## src/rtl/irq_merge_pkg.sv

```systemverilog
package irq_merge_pkg;
  localparam int NCH      = 2;
  localparam int DW       = 8;
  localparam int PEND_LSB = 2;
  localparam int MASK_LSB = 4;

  typedef enum logic [1:0] {
    RA_MODE = 2'd0,
    RA_TIM0 = 2'd1,
    RA_TIM1 = 2'd2,
    RA_NONE = 2'd3
  } reg_addr_e;
endpackage

```

## src/rtl/irq_merge_mode.sv

```systemverilog
// Pending flags track the channel levels; block flags are software storage.
module irq_merge_mode #(
  parameter int NCH = 2
) (
  input  logic           clk,
  input  logic           rst_n,
  input  logic [NCH-1:0] lvl,
  input  logic           wr_mask,
  input  logic [NCH-1:0] wmask,
  output logic [NCH-1:0] pend_q,
  output logic [NCH-1:0] mask_q
);
  for (genvar i = 0; i < NCH; i++) begin : g_ch
    always_ff @(posedge clk or negedge rst_n) begin
      if (!rst_n) begin
        pend_q[i] <= 1'b0;
        mask_q[i] <= 1'b0;
      end else begin
        pend_q[i] <= lvl[i];
        if (wr_mask) mask_q[i] <= wmask[i];
      end
    end
  end
endmodule

```

## src/rtl/irq_merge_timing.sv

```systemverilog
// One storage byte per channel.
module irq_merge_timing #(
  parameter int NCH = 2,
  parameter int DW  = 8
) (
  input  logic                    clk,
  input  logic                    rst_n,
  input  logic [NCH-1:0]          wr_en,
  input  logic [DW-1:0]           wdata,
  output logic [NCH-1:0][DW-1:0]  tim_q
);
  for (genvar i = 0; i < NCH; i++) begin : g_tim
    always_ff @(posedge clk or negedge rst_n) begin
      if (!rst_n)        tim_q[i] <= '0;
      else if (wr_en[i]) tim_q[i] <= wdata;
    end
  end
endmodule

```

## src/rtl/irq_merge_out.sv

```systemverilog
// Registered OR of unblocked pending terms.
module irq_merge_out #(
  parameter int NCH = 2
) (
  input  logic           clk,
  input  logic           rst_n,
  input  logic [NCH-1:0] pend,
  input  logic [NCH-1:0] mask,
  output logic           irq_q
);
  logic [NCH-1:0] live;

  always_comb live = pend & ~mask;

  always_ff @(posedge clk or negedge rst_n) begin
    if (!rst_n) irq_q <= 1'b0;
    else        irq_q <= |live;
  end
endmodule

```

## src/rtl/irq_merge.sv

```systemverilog
module irq_merge
  import irq_merge_pkg::*;
(
  input  logic          clk,
  input  logic          rst_n,
  input  logic [1:0]    chan_lvl,
  input  logic          reg_wr,
  input  logic [1:0]    reg_addr,
  input  logic [7:0]    reg_wdata,
  output logic [7:0]    reg_rdata,
  output logic          irq_out
);
  localparam int MASK_MSB = MASK_LSB + NCH - 1;

  logic [NCH-1:0]         pend_q;
  logic [NCH-1:0]         mask_q;
  logic [NCH-1:0][DW-1:0] tim_q;
  logic                   wr_mode;
  logic [NCH-1:0]         wr_tim;
  logic [DW-1:0]          mode_byte;

  always_comb begin
    wr_mode = reg_wr && (reg_addr == RA_MODE);
    for (int i = 0; i < NCH; i++)
      wr_tim[i] = reg_wr && (reg_addr == 2'(i + 1));
  end

  irq_merge_mode #(.NCH(NCH)) u_mode (
    .clk     (clk),
    .rst_n   (rst_n),
    .lvl     (chan_lvl),
    .wr_mask (wr_mode),
    .wmask   (reg_wdata[MASK_MSB:MASK_LSB]),
    .pend_q  (pend_q),
    .mask_q  (mask_q)
  );

  irq_merge_timing #(.NCH(NCH), .DW(DW)) u_tim (
    .clk   (clk),
    .rst_n (rst_n),
    .wr_en (wr_tim),
    .wdata (reg_wdata),
    .tim_q (tim_q)
  );

  irq_merge_out #(.NCH(NCH)) u_out (
    .clk   (clk),
    .rst_n (rst_n),
    .pend  (pend_q),
    .mask  (mask_q),
    .irq_q (irq_out)
  );

  always_comb begin
    mode_byte = '0;
    mode_byte[PEND_LSB +: NCH] = pend_q;
    mode_byte[MASK_LSB +: NCH] = mask_q;
  end

  always_comb begin
    case (reg_addr)
      RA_MODE: reg_rdata = mode_byte;
      RA_TIM0: reg_rdata = tim_q[0];
      RA_TIM1: reg_rdata = tim_q[1];
      default: reg_rdata = '0;
    endcase
  end
endmodule

```

## config.mk

```make
export PLATFORM = sky130hd
export DESIGN_NAME = irq_merge
export DESIGN_NICKNAME = d
export VERILOG_FILES = /design/src/rtl/irq_merge_pkg.sv /design/src/rtl/irq_merge_mode.sv /design/src/rtl/irq_merge_timing.sv /design/src/rtl/irq_merge_out.sv /design/src/rtl/irq_merge.sv
export SDC_FILE = /design/constraint.sdc
export NUM_CORES = 1
export LEC_CHECK = 0
export ABC_CLOCK_PERIOD_IN_PS = 1800
export BUFFER_PORTS_ARGS = -buffer_cell sky130_fd_sc_hd__buf_2
export CORE_MARGIN = 2
export CORE_UTILIZATION = 54
export CTS_CLUSTER_SIZE = 12
export DETAILED_ROUTE_END_ITERATION = 8
export PLACE_DENSITY = 0.92
export SLEW_MARGIN = 40
export SYNTH_ARGS = -nofsm -noshare
export SYNTH_HDL_FRONTEND = slang
export SYNTH_SLANG_ARGS = --single-unit
```

## constraint.sdc

```tcl
create_clock -name clk -period 1.8 [get_ports clk]
set_input_delay 0.18 -clock clk [delete_from_list [all_inputs] [get_ports clk]]
set_output_delay 0.18 -clock clk [all_outputs]
set_load 0.03 [all_outputs]
```

Word-level counts from Yosys, hierarchy flattened
Index checks and enable logic that the tools add are counted.
{"block": "totals", "register_bits": 21, "inputBits": 15, "output_inout_bits": 9, "elab_cells": 17}
{"block": "op_classes", "n_eq_ne": 2, "muxes": 1, "bitwise_logic": 2, "reduce_logical": 5}
{"cell": "$pmux 8 s3", "n": 1}
{"cell": "$logic_and 1x1->1", "n": 3}
{"cell": "$and 2x2->2", "n": 1}
{"cell": "$eq 2x1->1 const B", "n": 1}
{"cell": "$eq 2x2->1 const B", "n": 1}
{"cell": "$logic_not 2->1", "n": 1}
{"cell": "$not 2->2", "n": 1}
{"cell": "$reduce_or 2->1", "n": 1}

Logic depth before layout (Yosys ltp)
Gate-level depths: netlist of run 1.
{"block": "logic_depth", "depth_word": 3, "depth_mapped": 4, "ltp_nobuf": 2}

Hierarchy
A second synthesis of run 1 with hierarchy kept.
{"block": "unflattened", "cells_unflattened": 63, "area_unflattened_um2": 1004.7}
{"module": "irq_merge_timing", "instances": 1, "cells_each": 34, "area_each_um2": 663.1, "seq_area_each_um2": 400.4}
{"module": "irq_merge", "instances": 1, "cells_each": 19, "area_each_um2": 173.9, "seq_area_each_um2": 0.0}
{"module": "irq_merge_mode", "instances": 1, "cells_each": 6, "area_each_um2": 122.6, "seq_area_each_um2": 100.1}
{"module": "irq_merge_out", "instances": 1, "cells_each": 4, "area_each_um2": 45.0, "seq_area_each_um2": 25.0}

Least setup slack after synthesis of run 1
Ideal clock, no wire load.
{"block": "synth_path", "path_type": "input-to-output", "startpoint": "input port reg_addr[0]", "endpoint": "output port reg_rdata[2]", "arrival_ps": 918, "required_time_ps": 1620, "setup_slack_ps": 702, "path_stages": 3, "n_path_buf": 1, "cell_sequence": "buf_6 > mux2i_1 > o2bb2ai_1"}
{"block": "synth_between", "elab_chain_len": 2, "elab_cells_between_ends": 4, "cone_classes": "2 x eq/ne; 1 x mux; 1 x reduce/logical"}
{"element": "start: declaration", "line_no": "irq_merge.sv:8", "rtl": "input logic [1:0] reg_addr,"}
{"element": "$eq 2x2->1 (tied with other cells)", "line_no": "irq_merge.sv:61", "rtl": "case (reg_addr)"}
{"element": "$pmux 8 s3 *", "line_no": "irq_merge.sv:61"}
{"element": "end: declaration", "line_no": "irq_merge.sv:10", "rtl": "output logic [7:0] reg_rdata,"}
Mark *: on every way between the ends. The rest lies on a longest branch, timed or not.

Worst setup path after layout of run 1
{"block": "layout_path", "startpoint": "input port reg_addr[1]", "endpoint": "output port reg_rdata[0]"}
The elaborated chain is that of the path after synthesis.

==> metrics.md, run 1 <==
| Metric | Value |
|---|---|
| Outcome | `completed` |
| CP arrival | `1.24 ns` |
| DR vias | `600` |
| Worst-case clock buffer depth | `2` |
| Startpoint types | `primary input` |
| Endpoints failing hold | `0` |
| Syn_nets | `77` |
| Critical-path top delay cell | `nor2b_1` |
| Final total power | `1.07 mW` |
| Setup slack, reg-to-reg | `1.01 ns` |
| Yosys reg bits | `21` |
| Largest net degree at the start of global routing | `22` |
| CP bufs+invs | `3` |
| Site Rows | `15` |
| Worst slew pin tran | `0.456 ns` |
| Worst skew pair latency | `0.29 ns` |
| DRT Pass-1 Iters | `4` |
| Hold Crit Class | `primary input to flop` |
| Count leader, synth | `dfrtp_1` |
| Peak supply drop | `633 µV` |
| Yosys warnings | `0` |
| Slew HR | `0.696` |
| Minimum clock period | `1.42 ns` |
| Max Cap Viol | `0` |
| Num ports | `24` |
| Die H | `45.8 µm` |
| First-pass GRT wire length | `2.68 mm` |
| Fillers | `125` |
| Post-route setup TNS | `0 ns` |
| Post-synthesis sequential area ratio | `0.556` |
| Lkg Pwr | `0.549 nW` |
| DP Wirelength | `1.27 mm` |
| Synth area leader | `dfrtp_1` |
| CTS buffer count | `3` |
| Synth Flop Type | `dfrtp_1` |
| Nets | `106` |
| Clk slew on worst S/H paths | `0.10 ns` |
| WHS | `0.128 ns` |
| Slew Limit Fails | `0` |
| Area share of the largest cell type after synthesis | `0.556` |
| Final setup viols | `0` |
| Global-route usage over all layers | `0.185` |
| CP delay by family, top | `buffers and inverters` |
| PD cells | `961 nW/µm²` |
| Sink Count | `21` |
| Placed Area | `1060 µm²` |
| Chip width | `45.8 µm` |
| Crit-path max FO | `9` |
| Syn Area/Cell | `15.2 µm²` |
| Post-Syn Instances | `62` |
| Most used cell, CP | `buf_2` |
| Crit Reg-Reg Endpoint | `u_tim.tim_q[4]$_DFFE_PN0P_` |
| Core ar. | `1690 µm²` |
| Vias/cell | `5.61` |
| Post-CTS Resized | `0` |
| Synth cell count leaders | `dfrtp_1, mux2_2, a22o_1, mux2i_1, o2bb2ai_1` |
| Synth cell types | `13` |
| Die area | `2100 µm²` |
| Port Buffers | `23` |
| Initial antenna violation count | `0` |
| Number of global-route vias before repair | `609` |
| RR Startpoint | `u_tim.tim_q[4]$_DFFE_PN0P_` |
| Routed Antenna Nets | `0` |
| # DRC | `0` |
| Postcts setup bufs | `0` |
| WS Path Type | `primary input to output port` |
| Synth-to-Final Area Change | `18.3%` |
| DR iter-0 viols | `4` |
| Worst hold path endpoint | `u_tim.tim_q[2]$_DFFE_PN0P_` |
| Post-synth EDFFs | `0` |
| Finished Layout Cells | `107` |
| CP Capture Type | `output port` |
| Routed len/inst | `15.6 µm` |
| R2R cell count | `1` |
| Max Clk Rate | `702 MHz` |
| Hold path depth | `2` |
| Hold path startpoint | `reg_wdata[2]` |
| Clk_skew | `0.000494 ns` |
| Share of layout cells above drive strength 1 | `0.522` |
| Tcrit/Tclk final | `0.791` |
| Routed WL | `1.67 mm` |
| Diode count | `0` |
| Global placer's final weighted congestion | `0.765` |
| Critical Path Max Stage Delay | `0.32 ns` |
| Top cells by area, synth | `dfrtp_1, mux2_2, mux2i_1` |
| H-tree depth | `1` |
| CTS tree | `yes` |
| Worst EP required | `1.62 ns` |
| Initial core utilization | `0.559` |
| Post-Syn Area | `945 µm²` |
| Post-route design area | `1120 µm²` |
| Placed instance count | `100` |
| Total gr overflow | `0` |
| Post-synth ARST share | `1.00` |
| Unrepaired setup endpoints after global routing | `false` |
| Critical path cell sequence | `buf_2 -> nor2b_1 -> buf_4 -> a22o_1 -> buf_2` |
| Clock Tree Root | `clkbuf_4` |
## routing by layer
layer	wire length [µm]	global-route usage	vias to the layer above
met3	47	0.0357	2
met5	0	0	-
met1	708	0.242	302
met2	898	0.296	15
met4	19	0.0857	0
li1	-	-	281
## cells by family (layout without fill, tap and decap cells)
logic type / count (synthesis) / count (layout) / share of synthesized area
and+or+nand+nor: 5 / 5 / 0.0689
muxes: 22 / 22 / 0.257
DFF: 21 / 21 / 0.556
AOI/OAI and AO/OA: 9 / 9 / 0.0808
buffers and inverters: 5 / 33 / 0.0371
## where the power goes
part / total [mW] / switching [mW] / internal (mW)
Combinational: 0.262 / 0.137 / 0.124
Sequential: 0.600 / 0.0455 / 0.554
Clock: 0.212 / 0.126 / 0.0862
Total: 1.07 / 0.309 / 0.764
## through the flow
stage | setup WS (ns) | utilization
4_1_cts | 0.379 | 0.661
3_5_place_dp | 0.365 | 0.628
2_1_floorplan | 0.702 | -
6_report | 0.376 | 0.661
3_3_place_gp | 0.476 | 0.628
5_1_grt | 0.307 | 0.661
## placed cells by master, fill, tap and decap left out
master         instances
mux2i_1                4
clkbuf_4               3
a22o_1                 4
clkbuf_1               1
nor2b_1                2
nand3b_4               2
mux2_1                 1
o2bb2ai_1              4
dlygate4sd3_1          3
buf_2                 23
o22ai_1                1
mux2_2                17
inv_1                  2
buf_4                  1
nor3b_2                1
dfrtp_1               21
## area by class of cell
type,count,area [µm²],area share
inverters,2,7.51,0.00672
multi-input cells,36,384,0.344
repair buffers,27,153,0.137
well taps,17,21.3,0.0190
clock buffers,4,26.3,0.0235
flip-flops and latches,21,526,0.470
## state kept, by name (all words and copies together), names as in the netlist
signal,count
u_mode.mask_q,2
u_tim.tim_q,16
u_mode.pend_q,2
u_out.irq_q,1
## worst max-delay path by stage
stage          slack (ns)            to  depth (start not counted)         from
2_1_floorplan        0.70  reg_rdata[2]                          3  reg_addr[0]
3_5_place_dp         0.37  reg_rdata[0]                          5  reg_addr[1]
6_report             0.38  reg_rdata[0]                          5  reg_addr[1]
4_1_cts              0.38  reg_rdata[0]                          5  reg_addr[1]
5_1_grt              0.31  reg_rdata[0]                          5  reg_addr[1]
3_3_place_gp         0.48  reg_rdata[7]                          5  reg_addr[1]
## what timing repair did
item                                   4_1_cts  5_1_grt
endpoints found under the hold margin       23        0
hold buffers                                 3        0
setup endpoints to repair                    0        0
No activity file was read; power rests on OpenSTA's default activity.
==> inputs of run 2 (changes only) <==
ABC_CLOCK_PERIOD_IN_PS = 1400   (was 1800)
CORE_UTILIZATION = 50   (was 54)
PLACE_DENSITY = 0.87   (was 0.92)
clock period = 1.4 ns   (was 1.8 ns; I/O delays follow)
==> metrics.md, run 2 (synthesis results as in run 1) <==
| Metric | Value |
|---|---|
| Crit-path max FO | `3 (-6)` |
| DR vias | `582 (-3.0%)` |
| Routed Antenna Nets | `0 (unchanged)` |
| Switching power total | `0.410 mW (+33%)` |
| Minimum clock period | `1.27 ns` |
| Clock Tree Root | `clkbuf_4` |
| Final total power | `1.39 mW (+30%)` |
| Finished Layout Cells | `115 (+7.5%)` |
| Tcrit/Tclk final | `0.907` |
| Power share of the sequential group | `0.552 (-0.007)` |
| Worst-case clock buffer depth | `2 (unchanged)` |
| Site Rows | `15 (unchanged)` |
| Worst skew pair latency | `0.31 ns (+0.02 ns)` |
| Fillers | `140 (+12%)` |
| Clk slew on worst S/H paths | `0.11 ns (about the same)` |
| Die area | `2250 µm² (+7.3%)` |
| Vias/cell | `5.06 (-9.7%)` |
| Postcts setup bufs | `0 (unchanged)` |
| CP delay by family, top | `flip-flops` |
| Largest net degree at the start of global routing | `22 (unchanged)` |
| Outcome | `completed` |
| Routed len/inst | `14.2 µm (-9.1%)` |
| Num ports | `24 (unchanged)` |
| Layer with the highest usage | `met2` |
| Total gr overflow | `0 (unchanged)` |
| Diode count | `0 (unchanged)` |
| H-tree depth | `1 (unchanged)` |
| Worst slew pin tran | `0.441 ns (-0.0149 ns)` |
| Cell internal pwr | `0.983 mW (+29%)` |
| Comb power frac | `0.241 (-0.003)` |
| Die H | `47.5 µm (+3.6%)` |
| Critical path cell sequence | `mux2i_1 -> o2bb2ai_1 -> buf_2` |
| Biggest register | `u_tim.tim_q` |
| First-pass GRT wire length | `2.66 mm (-0.78%)` |
| CP bufs+invs | `1 (-2)` |
| Max reg flops | `16 (unchanged)` |
| Endpoints failing hold | `0 (unchanged)` |
| Share of layout cells above drive strength 1 | `0.522 (unchanged)` |
| GR Layer Usage met3 | `0.0340 (-0.00175)` |
| CP arrival | `1.13 ns (-0.11 ns)` |
| Startpoint types | `flop` |
| GR met1 Demand/Resource | `0.197 (-0.0458)` |
| Port Buffers | `23 (unchanged)` |
| Clock Power Share | `0.206 (+0.008)` |
| Area of the multi-input gates | `384 µm² (unchanged)` |
| Worst EP required | `1.26 ns (-0.36 ns)` |
| CTS buffer count | `3 (unchanged)` |
| Routed WL | `1.64 mm (-2.3%)` |
| Synth-to-Final Area Change | `19.3%` |
| Chip width | `47.5 µm (+3.6%)` |
| Post-route setup TNS | `0 ns (unchanged)` |
| WS Path Type | `flop to output port` |
| Commonest non-fill, non-tap cell in the layout | `buf_2` |
| Max Clk Rate | `787 MHz` |
| Hold Buf Count CTS | `3 (unchanged)` |
| Slew Limit Fails | `0 (unchanged)` |
| Core ar. | `1750 µm² (+3.3%)` |
| Global-route usage over all layers | `0.181 (-0.00447)` |
| Max Cap Viol | `0 (unchanged)` |
| Peak supply drop | `786 µV (+24%)` |
| Initial antenna violation count | `0 (unchanged)` |
| DR iter-0 viols | `1 (-3)` |
| Most frequent cells in the layout | `buf_2, dfrtp_1, mux2_2` |
| # DRC | `0 (unchanged)` |
| Post-CTS Resized | `0 (unchanged)` |
| Slew HR | `0.706 (+0.00990)` |
| Regs by FF count | `u_tim.tim_q (16), u_mode.mask_q (2), u_mode.pend_q (2)` |
| Critical-path top delay cell | `dfrtp_1` |
| Reg area | `526 µm² (unchanged)` |
| Sink Count | `21 (unchanged)` |
| PD cells | `1240 nW/µm² (+29%)` |
| DRT Pass-1 Iters | `2 (-2)` |
| CP Capture Type | `output port` |
| Lkg Pwr | `0.549 nW (unchanged)` |
| Sw Ratio | `0.294 (+0.00614)` |
| Final setup viols | `0 (unchanged)` |
| Clk_skew | `0.00348 ns (+0.00298 ns)` |
| DP Wirelength | `1.28 mm (+0.72%)` |
| Unrepaired setup endpoints after global routing | `false` |
| Hold Crit Class | `primary input to flop` |
| Global placer's final weighted congestion | `0.759 (-0.82%)` |
| Initial core utilization | `0.541 (-0.0180)` |
| Number of global-route vias before repair | `600 (-1.5%)` |
| Nets | `106 (unchanged)` |
| CTS tree | `yes` |
| Placed instance count | `108 (+8.0%)` |
| Critical Path Max Stage Delay | `0.40 ns (+0.08 ns)` |
| Met2 Use GR | `0.327 (+0.0313)` |
run 2: cell counts in the layout (fill, tap and decap cells not counted):
No cell type changed its count.
run 2: power by group through the flow:
stage	registers [mW]	logic (mW)	clock network (mW)
after floorplan	0.773	0.235	0
after global placement	0.772	0.322	0
after detailed placement	0.781	0.337	0
after CTS	0.768	0.343	0.292
after global routing	0.781	0.372	0.314
final	0.770	0.336	0.287
run 2: area by class of cell:
type,count,share of cell area
inverter,2,0.00666
timing repair buffer,27,0.135
tap,25,0.0277
sequential,21,0.466
multi-input combinational,36,0.341
clock buffer,4,0.0233
run 2: metrics by stage:
stage / worst slack (ns) / hold WS (ns) / instance area, µm² / util
6_report: 0.130 / 0.0669 / 1130 / 0.646
3_5_place_dp: 0.185 / 0.106 / 1070 / 0.614
4_1_cts: 0.108 / 0.0644 / 1130 / 0.646
3_3_place_gp: 0.219 / 0.103 / 1070 / 0.614
5_1_grt: 0.0319 / 0.0743 / 1130 / 0.646
2_1_floorplan: 0.360 / -0.156 / 945 / -
run 2: final timing paths:
| check | startpoint | endpoint | slack [ns] | cells after the start |
|---|---|---|---|---|
| min reg2reg | u_mode.mask_q[1]$_DFFE_PN0P_ | u_out.irq_q$_DFF_PN0_ | 0.50 | 1 |
| max reg2reg | u_mode.mask_q[0]$_DFFE_PN0P_ | u_mode.mask_q[0]$_DFFE_PN0P_ | 0.59 | 1 |
| min | reg_wdata[7] | u_tim.tim_q[15]$_DFFE_PN0P_ | 0.07 | 2 |
| max | u_mode.mask_q[0]$_DFFE_PN0P_ | reg_rdata[4] | 0.13 | 3 |
| max in group asynchronous | rst_n | u_mode.mask_q[0]$_DFFE_PN0P_ | 0.81 | 2 |
| min in group asynchronous | rst_n | u_tim.tim_q[7]$_DFFE_PN0P_ | 0.29 | 2 |
run 2: layer usage:
layer / vias up / part of all wire
met2: 15 / 0.56
met3: 2 / 0.037
li1: 282 / -
met4: 0 / 0.014
met5: - / 0
met1: 283 / 0.39
==> inputs of run 3 (changes only) <==
BUFFER_PORTS_ARGS = -buffer_cell sky130_fd_sc_hd__buf_4   (was -buffer_cell sky130_fd_sc_hd__buf_2)
==> metrics.md, run 3 (synthesis results as in run 1) <==
| Metric | Value |
|---|---|
| Largest net degree at the start of global routing | `22 (unchanged)` |
| Endpoints failing hold | `0 (unchanged)` |
| Minimum clock period | `1.25 ns (-0.0170 ns)` |
| Max Cap Viol | `0 (unchanged)` |
| Sw Ratio | `0.285 (-0.00868)` |
| Crit Reg-Reg Endpoint | `u_tim.tim_q[4]$_DFFE_PN0P_` |
| Startpoint types | `flop` |
| # DRC | `0 (unchanged)` |
| Critical Path Max Stage Delay | `0.37 ns (-0.03 ns)` |
| CTS buffer count | `3 (unchanged)` |
| Core ar. | `1750 µm² (unchanged)` |
| Chip width | `47.5 µm (unchanged)` |
| Routed len/inst | `14.3 µm (+0.84%)` |
| Final setup viols | `0 (unchanged)` |
| Worst hold path endpoint | `u_tim.tim_q[4]$_DFFE_PN0P_` |
| Post-route setup TNS | `0 ns (unchanged)` |
| Routed WL | `1.66 mm (+1.7%)` |
| CTS tree | `yes` |
| Port Buffers | `23 (unchanged)` |
| Outcome | `completed` |
| Die area | `2250 µm² (unchanged)` |
| Max Clk Rate | `798 MHz (+1.4%)` |
| Comb power frac | `0.262 (+0.021)` |
| Post-CTS Resized | `0 (unchanged)` |
| Number of global-route vias before repair | `647 (+7.8%)` |
| Critical-path top delay cell | `dfrtp_1` |
| First-pass GRT wire length | `2.83 mm (+6.2%)` |
| R2R cell count | `1 (unchanged)` |
| Regs by FF count | `u_tim.tim_q (16), u_mode.mask_q (2), u_mode.pend_q (2)` |
| Unrepaired setup endpoints after global routing | `false` |
| CP Capture Type | `output port` |
| Site Rows | `15 (unchanged)` |
| Synth-to-Final Area Change | `26.2%` |
| Clk_skew | `0.000679 ns (-0.00280 ns)` |
| Vias/cell | `5.23 (+3.4%)` |
| Post-route design area | `1190 µm² (+5.8%)` |
| Setup slack, reg-to-reg | `0.61 ns (+0.02 ns)` |
| Worst-case clock buffer depth | `2 (unchanged)` |
| Global placer's final weighted congestion | `0.728 (-4.0%)` |
| Num ports | `24 (unchanged)` |
| WS Path Type | `flop to output port` |
| Clk slew on worst S/H paths | `0.11 ns (about the same)` |
| Initial core utilization | `0.541 (unchanged)` |
| Worst skew pair latency | `0.29 ns (-0.02 ns)` |
| Share of layout cells above drive strength 1 | `0.527 (+0.00525)` |
| Slew HR | `0.799 (+0.0933)` |
| Biggest register | `u_tim.tim_q` |
| DRT Pass-1 Iters | `4 (+2)` |
| Global-route usage over all layers | `0.187 (+0.00656)` |
| Clock Tree Root | `clkbuf_4` |
| Worst slew pin tran | `0.300 ns (-0.141 ns)` |
| Commonest non-fill, non-tap cell in the layout | `buf_4` |
| PD cells | `1190 nW/µm² (-3.4%)` |
| CP arrival | `1.11 ns (-0.02 ns)` |
| Lkg Pwr | `0.570 nW (+3.9%)` |
| DR vias | `607 (+4.3%)` |
| Die H | `47.5 µm (unchanged)` |
| Peak supply drop | `791 µV (+0.62%)` |
| Cell internal pwr | `1.02 mW (+3.4%)` |
| Tcrit/Tclk final | `0.895 (-0.0121)` |
| DR iter-0 viols | `10 (+9)` |
| RR Startpoint | `u_tim.tim_q[4]$_DFFE_PN0P_` |
| Most frequent cells in the layout | `buf_4, dfrtp_1, mux2_2` |
| Initial antenna violation count | `0 (unchanged)` |
| Power share of the sequential group | `0.539 (-0.013)` |
| Hold Crit Class | `primary input to flop` |
| Worst EP required | `1.26 ns (about the same)` |
| Placed Area | `1140 µm² (+6.1%)` |
| Routed Antenna Nets | `0 (unchanged)` |
| Nets | `107 (+0.94%)` |
| Crit-path max FO | `2 (-1)` |
| Fillers | `137 (-2.1%)` |
| Switching power total | `0.406 mW (-0.86%)` |
| Hold path depth | `2 (unchanged)` |
| H-tree depth | `1 (unchanged)` |
| Sink Count | `21 (unchanged)` |
| Critical path cell sequence | `mux2i_1 -> o2bb2ai_1 -> buf_4` |
| Total gr overflow | `0 (unchanged)` |
| Slew Limit Fails | `0 (unchanged)` |
| Clock Power Share | `0.199 (-0.007)` |
| Diode count | `0 (unchanged)` |
| Hold path startpoint | `reg_wdata[4]` |
| DP Wirelength | `1.24 mm (-2.9%)` |
| Postcts setup bufs | `0 (unchanged)` |
| Max reg flops | `16 (unchanged)` |
## run 3: cell count changes in the layout (fill, tap and decap cells not counted)
cell	before	now
buf_4	1	25
buf_2	23	0
## run 3: through the flow
stage	total power, mW	hold slack [ns]	utilization	instances	setup slack [ns]
after detailed placement	1.15	0.0335	0.651	109	0.271
after floorplan	1.01	-0.156	-	62	0.360
after global routing	1.51	0.0587	0.683	116	0.0625
after CTS	1.44	0.0631	0.683	116	0.131
after global placement	1.13	0.0307	0.651	109	0.300
final	1.42	0.0720	0.683	116	0.147
## run 3: repair_timing
action                                  CTS  global route
hold buffers                              3             0
endpoints found under the setup margin    0             0
hold endpoints to repair                 23             0
## run 3: cell type report
type	count	area [µm²]	area share
multi-input cells	36	384	0.322
clock buffers	4	26.3	0.0220
inverters	2	7.51	0.00630
repair buffers	28	218	0.183
flip-flops and latches	21	526	0.441
well taps	25	31.3	0.0262
## run 3: worst max-delay path, delay by kind of cell, from the launching register on
| kind | cells | cell delay, ns |
|---|---|---|
| flops | 1 | 0.37 |
| mux | 1 | 0.07 |
| buf+inv | 1 | 0.20 |
| compound gates | 1 | 0.18 |
## run 3: per-layer routing
layer  global-route usage  vias up  wire [µm]
met1                0.214      302        698
met2                0.338       14        890
met3               0.0113        2         54
met4                0.117        0         19
met5                    0        -          0
li1                     -      289          -
## run 3: worst max-delay path by stage
stage	from	to	slack, ns	depth (start not counted)
detailed placement	reg_addr[1]	reg_rdata[0]	0.27	5
floorplan	u_mode.mask_q[1]$_DFFE_PN0P_	reg_rdata[5]	0.36	2
global route	u_tim.tim_q[3]$_DFFE_PN0P_	reg_rdata[3]	0.06	3
finish	u_mode.pend_q[1]$_DFF_PN0_	reg_rdata[3]	0.15	3
CTS	u_mode.mask_q[1]$_DFFE_PN0P_	reg_rdata[5]	0.13	3
global placement	reg_addr[1]	reg_rdata[7]	0.30	5
## run 3: power by group through the flow
stage,Combinational [mW],Clock (mW),Sequential [mW]
global route,0.407,0.319,0.780
detailed placement,0.371,0,0.780
CTS,0.380,0.296,0.766
global placement,0.359,0,0.774
finish,0.373,0.283,0.767
floorplan,0.235,0,0.773
